File: src/rtl/p1284_pkg.sv
package p1284_pkg;

  typedef enum logic [3:0] {
    ST_IDLE, ST_MODE_SETUP, ST_WAIT_ID, ST_LATCH, ST_WAIT_REPLY,
    ST_PARKED, ST_REV_READY, ST_LO_REQ, ST_LO_REL, ST_HI_REQ, ST_HI_REL
  } ph_t;

  typedef enum logic [2:0] {
    NS_NONE = 3'd0, NS_ACCEPT = 3'd1, NS_REJECT = 3'd2,
    NS_NOT1284 = 3'd3, NS_TIMEOUT = 3'd4, NS_REFUSED = 3'd5
  } neg_code_t;

  typedef enum logic [1:0] {LIM_SETUP, LIM_RESP, LIM_SUM, LIM_IDLE} lim_sel_t;

  localparam int NUM_TIMED = 8;
  localparam int NIB_W     = 4;
  localparam int BYTE_W    = 2 * NIB_W;
  localparam logic [BYTE_W-1:0] NIBBLE_CODE = '0;

  function automatic ph_t timed_phase(input int idx);
    case (idx)
      0:       return ST_MODE_SETUP;
      1:       return ST_WAIT_ID;
      2:       return ST_LATCH;
      3:       return ST_WAIT_REPLY;
      4:       return ST_LO_REQ;
      5:       return ST_LO_REL;
      6:       return ST_HI_REQ;
      default: return ST_HI_REL;
    endcase
  endfunction

  function automatic lim_sel_t timed_limit(input int idx);
    case (idx)
      0, 2:    return LIM_SETUP;
      3:       return LIM_SUM;
      4:       return LIM_IDLE;
      default: return LIM_RESP;
    endcase
  endfunction

endpackage

File: src/rtl/p1284_sync.sv
module p1284_sync #(
  parameter int W = 5,
  parameter int STAGES = 2,
  parameter logic [W-1:0] RST_VAL = '0
) (
  input  logic         clk,
  input  logic         rst_n,
  input  logic [W-1:0] d,
  output logic [W-1:0] q
);
  logic [W-1:0] stg [STAGES];

  always_ff @(posedge clk or negedge rst_n) begin
    if (!rst_n) begin
      for (int s = 0; s < STAGES; s++) stg[s] <= RST_VAL;
    end else begin
      stg[0] <= d;
      for (int s = 1; s < STAGES; s++) stg[s] <= stg[s-1];
    end
  end

  assign q = stg[STAGES-1];
endmodule

File: src/rtl/p1284_wait_timer.sv
module p1284_wait_timer #(
  parameter int W = 17
) (
  input  logic         clk,
  input  logic         rst_n,
  input  logic         arm,
  input  logic         run,
  input  logic [W-1:0] limit,
  output logic         expired
);
  logic [W-1:0] cnt;

  always_ff @(posedge clk or negedge rst_n) begin
    if (!rst_n)                  cnt <= '0;
    else if (arm)                cnt <= limit;
    else if (run && cnt != '0)   cnt <= cnt - W'(1);
  end

  assign expired = run && (cnt == '0);
endmodule

File: src/rtl/p1284_nib_pack.sv
module p1284_nib_pack
  import p1284_pkg::*;
(
  input  logic              clk,
  input  logic              rst_n,
  input  logic              take_lo,
  input  logic              take_hi,
  input  logic [NIB_W-1:0]  nib,
  input  logic              out_ready,
  output logic              out_valid,
  output logic [BYTE_W-1:0] out_data
);
  logic [NIB_W-1:0] lo_q;

  always_ff @(posedge clk or negedge rst_n) begin
    if (!rst_n) begin
      lo_q      <= '0;
      out_valid <= 1'b0;
      out_data  <= '0;
    end else begin
      if (take_lo) lo_q <= nib;
      if (take_hi) begin
        out_data  <= {nib, lo_q};
        out_valid <= 1'b1;
      end else if (out_valid && out_ready) begin
        out_valid <= 1'b0;
      end
    end
  end
endmodule

File: src/rtl/p1284_host.sv
module p1284_host
  import p1284_pkg::*;
#(
  parameter int CNT_W = 16,
  parameter int SYNC_STAGES = 2
) (
  input  logic             clk,
  input  logic             rst_n,
  input  logic [CNT_W-1:0] setup_lim,
  input  logic [CNT_W-1:0] resp_lim,
  input  logic [CNT_W-1:0] idle_lim,
  input  logic             start,
  input  logic [7:0]       mode_code,
  output logic             neg_done,
  output logic [2:0]       neg_status,
  output logic [7:0]       pd_out,
  output logic             nstrobe_o,
  output logic             nautofd_o,
  output logic             nselectin_o,
  output logic             ninit_o,
  input  logic             nack_i,
  input  logic             busy_i,
  input  logic             perror_i,
  input  logic             select_i,
  input  logic             nfault_i,
  output logic             rx_valid,
  input  logic             rx_ready,
  output logic [7:0]       rx_data,
  output logic             rx_err
);
  localparam int LIM_W = CNT_W + 1;
  localparam int IN_W  = 5;

  // status line synchroniser: idle levels nAck high, nFault high
  logic [IN_W-1:0] s_vec;
  logic s_nack, s_busy, s_perror, s_select, s_nfault;

  p1284_sync #(.W(IN_W), .STAGES(SYNC_STAGES), .RST_VAL(5'b10001)) u_sync (
    .clk  (clk),
    .rst_n(rst_n),
    .d    ({nack_i, busy_i, perror_i, select_i, nfault_i}),
    .q    (s_vec)
  );
  assign {s_nack, s_busy, s_perror, s_select, s_nfault} = s_vec;

  ph_t        st_q, st_d;
  neg_code_t  code_d;
  logic       done_d, err_d, take_lo, take_hi, latch_mode;
  logic [7:0] mode_q;
  logic       nibble_q;
  logic [NUM_TIMED-1:0] tm_exp;
  logic       tmo;
  logic       negotiated;

  assign tmo      = |tm_exp;
  assign nibble_q = (mode_q == NIBBLE_CODE);

  // one down-counter per timed phase
  for (genvar g = 0; g < NUM_TIMED; g++) begin : g_tm
    localparam ph_t      PH  = timed_phase(g);
    localparam lim_sel_t SEL = timed_limit(g);
    logic [LIM_W-1:0] lim;
    if (SEL == LIM_SETUP) begin : g_setup
      assign lim = {1'b0, setup_lim};
    end else if (SEL == LIM_RESP) begin : g_resp
      assign lim = {1'b0, resp_lim};
    end else if (SEL == LIM_SUM) begin : g_sum
      assign lim = {1'b0, setup_lim} + {1'b0, resp_lim};
    end else begin : g_idle
      assign lim = {1'b0, idle_lim};
    end
    p1284_wait_timer #(.W(LIM_W)) u_tm (
      .clk    (clk),
      .rst_n  (rst_n),
      .arm    ((st_d == PH) && (st_q != PH)),
      .run    (st_q == PH),
      .limit  (lim),
      .expired(tm_exp[g])
    );
  end

  assign negotiated = (st_q == ST_PARKED) || (st_q == ST_REV_READY) ||
                      (st_q == ST_LO_REQ) || (st_q == ST_LO_REL) ||
                      (st_q == ST_HI_REQ) || (st_q == ST_HI_REL);

  always_comb begin
    st_d       = st_q;
    done_d     = 1'b0;
    code_d     = NS_NONE;
    err_d      = 1'b0;
    take_lo    = 1'b0;
    take_hi    = 1'b0;
    latch_mode = 1'b0;
    if (start && negotiated) begin
      done_d = 1'b1;
      code_d = NS_REFUSED;
    end
    case (st_q)
      ST_IDLE: begin
        if (start) begin
          latch_mode = 1'b1;
          st_d       = ST_MODE_SETUP;
        end
      end
      ST_MODE_SETUP: if (tmo) st_d = ST_WAIT_ID;
      ST_WAIT_ID: begin
        if (s_perror && s_select && s_nfault) begin
          st_d = ST_LATCH;
        end else if (tmo) begin
          done_d = 1'b1;
          code_d = NS_NOT1284;
          st_d   = ST_IDLE;
        end
      end
      ST_LATCH: if (tmo) st_d = ST_WAIT_REPLY;
      ST_WAIT_REPLY: begin
        if (s_nack) begin
          done_d = 1'b1;
          if (nibble_q || s_select) begin
            code_d = NS_ACCEPT;
            st_d   = nibble_q ? ST_REV_READY : ST_PARKED;
          end else begin
            code_d = NS_REJECT;
            st_d   = ST_IDLE;
          end
        end else if (tmo) begin
          done_d = 1'b1;
          code_d = NS_TIMEOUT;
          st_d   = ST_IDLE;
        end
      end
      ST_PARKED: st_d = ST_PARKED;
      ST_REV_READY: begin
        if (s_nack && (!rx_valid || rx_ready)) st_d = ST_LO_REQ;
      end
      ST_LO_REQ: begin
        if (!s_nack) begin
          take_lo = 1'b1;
          st_d    = ST_LO_REL;
        end else if (tmo) begin
          err_d = 1'b1;
          st_d  = ST_REV_READY;
        end
      end
      ST_LO_REL: begin
        if (s_nack) begin
          st_d = ST_HI_REQ;
        end else if (tmo) begin
          err_d = 1'b1;
          st_d  = ST_REV_READY;
        end
      end
      ST_HI_REQ: begin
        if (!s_nack) begin
          take_hi = 1'b1;
          st_d    = ST_HI_REL;
        end else if (tmo) begin
          err_d = 1'b1;
          st_d  = ST_REV_READY;
        end
      end
      ST_HI_REL: begin
        if (s_nack) begin
          st_d = ST_REV_READY;
        end else if (tmo) begin
          err_d = 1'b1;
          st_d  = ST_REV_READY;
        end
      end
      default: st_d = ST_IDLE;
    endcase
  end

  always_ff @(posedge clk or negedge rst_n) begin
    if (!rst_n) begin
      st_q       <= ST_IDLE;
      mode_q     <= '0;
      neg_done   <= 1'b0;
      neg_status <= 3'd0;
      rx_err     <= 1'b0;
    end else begin
      st_q       <= st_d;
      neg_done   <= done_d;
      neg_status <= code_d;
      rx_err     <= err_d;
      if (latch_mode) mode_q <= mode_code;
    end
  end

  // line levels per phase
  always_comb begin
    nstrobe_o   = 1'b1;
    nautofd_o   = 1'b1;
    nselectin_o = 1'b1;
    case (st_q)
      ST_IDLE, ST_MODE_SETUP: nselectin_o = 1'b0;
      ST_WAIT_ID:             nautofd_o   = 1'b0;
      ST_LATCH: begin
        nautofd_o = 1'b0;
        nstrobe_o = 1'b0;
      end
      ST_LO_REQ, ST_HI_REQ:   nautofd_o   = 1'b0;
      default: ;
    endcase
  end

  assign ninit_o = 1'b1;
  assign pd_out  = mode_q;

  p1284_nib_pack u_pack (
    .clk      (clk),
    .rst_n    (rst_n),
    .take_lo  (take_lo),
    .take_hi  (take_hi),
    .nib      ({s_busy, s_perror, s_select, s_nfault}),
    .out_ready(rx_ready),
    .out_valid(rx_valid),
    .out_data (rx_data)
  );
endmodule

File: config.mk
export PLATFORM = sky130hd
export DESIGN_NAME = p1284_host
export DESIGN_NICKNAME = d
export VERILOG_FILES = /design/src/rtl/p1284_pkg.sv /design/src/rtl/p1284_sync.sv /design/src/rtl/p1284_wait_timer.sv /design/src/rtl/p1284_nib_pack.sv /design/src/rtl/p1284_host.sv
export SDC_FILE = /design/constraint.sdc
export NUM_CORES = 1
export LEC_CHECK = 0
export ABC_AREA = 0
export CORE_MARGIN = 2
export CORE_UTILIZATION = 45
export DETAILED_ROUTE_END_ITERATION = 8
export GPL_ROUTABILITY_DRIVEN = 0
export PLACE_DENSITY_LB_ADDON = 0.12
export SYNTH_ARGS = -nofsm -noshare
export SYNTH_HDL_FRONTEND = slang
export SYNTH_SLANG_ARGS = --single-unit
export TNS_END_PERCENT = 5
File: constraint.sdc
create_clock -name clk -period 6.1 [get_ports clk]
set_input_delay 0.61 -clock clk [delete_from_list [all_inputs] [get_ports clk]]
set_output_delay 0.61 -clock clk [all_outputs]
set_load 0.005 [all_outputs]
==> impl_metrics.ini <==
[run_status]
run_status = completed

[clock_tree]
postCtsHoldBufs = 0
cts_tree = built
clk_latency_ns = 0.45
cts_max_level = 4
cts-resized-gates = 0
clk_pin_slew_ns = 0.07
clock-root-buffer = clkbuf_16
cts.path.max_buffers = 2
cts_sinks = 176
cts_buffers = 17
post_cts_buffers = 0

[logic_synthesis]
syn_avg_cell_area_um2 = 8.52
synth_area_um2 = 10800
ys_types = 89
syn_nets = 1368
synth_edf_count = 0
synth_cells = 1270
yosysWarnings = 0
synthArstFlopShare_pct = 100
ys_seq_area_share_pct = 40.7
synth_ff_type = dfrtp_1
synth_seq_cells = 176

[power_and_ir_drop]
p_leak_uw = 0.00504
p_per_area_nw_per_um2 = 214
power_uw = 2680
ir_worst_vdd_mv = 0.140

[place]
dp_hpwl_mm = 21.9
io_buffers = 89
place_ws_ns = 1.66

[worst_setup_path]
crit_path_start_kind = flip-flop
crit_family = simple AND/OR/NAND/NOR gates
path_buf_inv = 1
crit_path_max_incr_delay_ns = 0.75
cp_max_fo = 25
cp_slowest_cell = or3_1
required_ns = 6.39
cp-end-kind = flip-flop
cp.arrival_ns = 4.78
crit_type = flip-flop to flip-flop
path_cells = nor4b_2 > nand4b_1 > or3_1 > o2111ai_1 > and4b_4 > mux2_4 > clkinv_4 > a31oi_4 > or2_1 > o21ai_0

[layout]
mostFrequentLayoutCell = dfrtp_1
final_cell_mix = 172 x dfrtp_1, 160 x nand2_1, 152 x o21ai_0
nets = 1424
num_antenna_cells = 0
drive_gt1_share_pct = 7.24
syn_to_final_growth_pct = 15.7

[floorplanning]
initial_utilization_pct = 46.0
dieArea_um2 = 25300
dieHeight_um = 159
row_count = 56
die_w_um = 159
placeableCoreArea_um2 = 23500
num_io_pins = 91

[detailed_routing]
viasPerCell = 6.10
wl_per_cell_um = 19.3
drt_iter0_drc = 900
num_vias = 10110
drc = 0
postRouteAntennaNets = 0
firstDrtPassIters = 8
routed_wl_mm = 32.0

[global_routing]
grtUsageMet3_pct = 5.08
top_usage_layer = met2
first_global_vias = 9309
use_met1_pct = 36.6
grt_pass1_wl_mm = 51.1
grt_max_degree = 97
antenna_found_initial = 0
grt_usage_pct = 25.1
use_met2_pct = 38.3
overflow = 0

[sta]
finClkSkew_ns = 0.0247
relSlewSlack_pct = 20.6
tightest_slew_ns = 1.19
hold_violations = 0
setup_ws_ns = 1.61
min_period_ns = 4.49
max_freq_mhz = 223
drv_slew = 0
tns_ns = 0
period_share_pct = 73.5
rsz0062_at_grt = false
setup_viol = 0

[flow_run]
drv_cap = 0

[hold_path]
holdCritPathClass = input port to asynchronous set/reset pin
## sequential cells by signal (all words and copies together) (netlist names)
signal and cells:
u_sync.q 5, rx_err 1, st_q 4, u_pack.out_valid 1, neg_status 3, pd_out 8, neg_done 1, g_tm.u_tm.cnt 136
u_pack.out_data 8, u_pack.lo_q 4, u_sync.stg 5
## final timing paths
kind	start	end	slack, ns	cells after the start
worst min register to register	u_sync.stg[9]$_DFF_PN1_	u_sync.q[4]$_DFF_PN1_	0.35	0
max in group asynchronous	rst_n	neg_status[2]$_DFF_PN0_	4.60	2
worst min-delay path	rst_n	g_tm[2].u_tm.cnt[5]$_DFFE_PN0P_	0.26	1
worst max register to register	st_q[0]$_DFF_PN0_	g_tm[4].u_tm.cnt[5]$_DFFE_PN0P_	1.61	10
worst max-delay path	st_q[0]$_DFF_PN0_	g_tm[4].u_tm.cnt[5]$_DFFE_PN0P_	1.61	10
min in group clk	u_sync.stg[9]$_DFF_PN1_	u_sync.q[4]$_DFF_PN1_	0.35	0
## logic make-up after synthesis
group	share of synthesized area [%]
adders and majority gates	3.89
muxes	0.971
DFF	40.7
buffers and inverters	4.22
xor gates and xnor gates	2.59
other	0.0347
AOI/OAI and AO/OA	22.5
and+or+nand+nor	25.1
## power breakdown
part	total (uW)	switching (uW)	internal, uW	leakage (uW)
clock network	1110	496	610	0.000279
logic	299	158	141	0.00262
registers	1280	55.8	1220	0.00214
## layer usage
metal / vias to the layer above / wire, um
li1: 4818 / -
met1: 4893 / 15000
met2: 365 / 14300
met3: 34 / 2230
met4: 0 / 565
met5: - / 0
## layout make-up
cell class,instances,area (um2)
tap,319,399
clock inverter,10,101
fill,2232,11000
multi-input combinational,990,5970
timing repair buffer,104,1000
sequential,176,4410
inverter,37,144
clock buffer,22,484
## Yosys cell counts, types with 11 or more instances
master / instances / share of area [%]
a21oi_1: 77 / 3.6
a221o_1: 22 / 2.0
a31oi_1: 18 / 1.0
clkbuf_1: 53 / 1.8
dfrtp_1: 172 / 40
ha_1: 32 / 3.7
inv_1: 35 / 1.2
nand2_1: 160 / 5.6
nand2b_1: 20 / 1.2
nand3_1: 33 / 1.5
nand4_1: 13 / 0.75
nor2_1: 94 / 3.3
nor3_1: 61 / 2.8
nor3b_1: 11 / 0.76
nor4_1: 47 / 2.7
o211ai_1: 13 / 0.90
o21ai_0: 152 / 7.0
or3_1: 27 / 1.6
or4_1: 11 / 0.76
xnor2_1: 26 / 2.1
## per-stage QoR
stage               hold slack, ns  cells  area (um2)  utilization (%)
global route                 0.348   1658       12500             53.2
detailed placement           0.337   1626       11900             50.7
finish                       0.258   1658       12500             53.2
CTS                          0.319   1658       12500             53.2
global placement             0.337   1626       11900             50.7
floorplan                    0.314   1270       10800                -
## worst register-to-register path: cells and delay by family, from the launching register on
kind,cells,cell delay [ns]
muxes,1,0.26
buffers and inverters,1,0.10
DFF,1,0.71
and+or+nand+nor,5,2.39
AOI/OAI and AO/OA,3,0.88
Note: power is estimated with default switching activity, not from simulation.
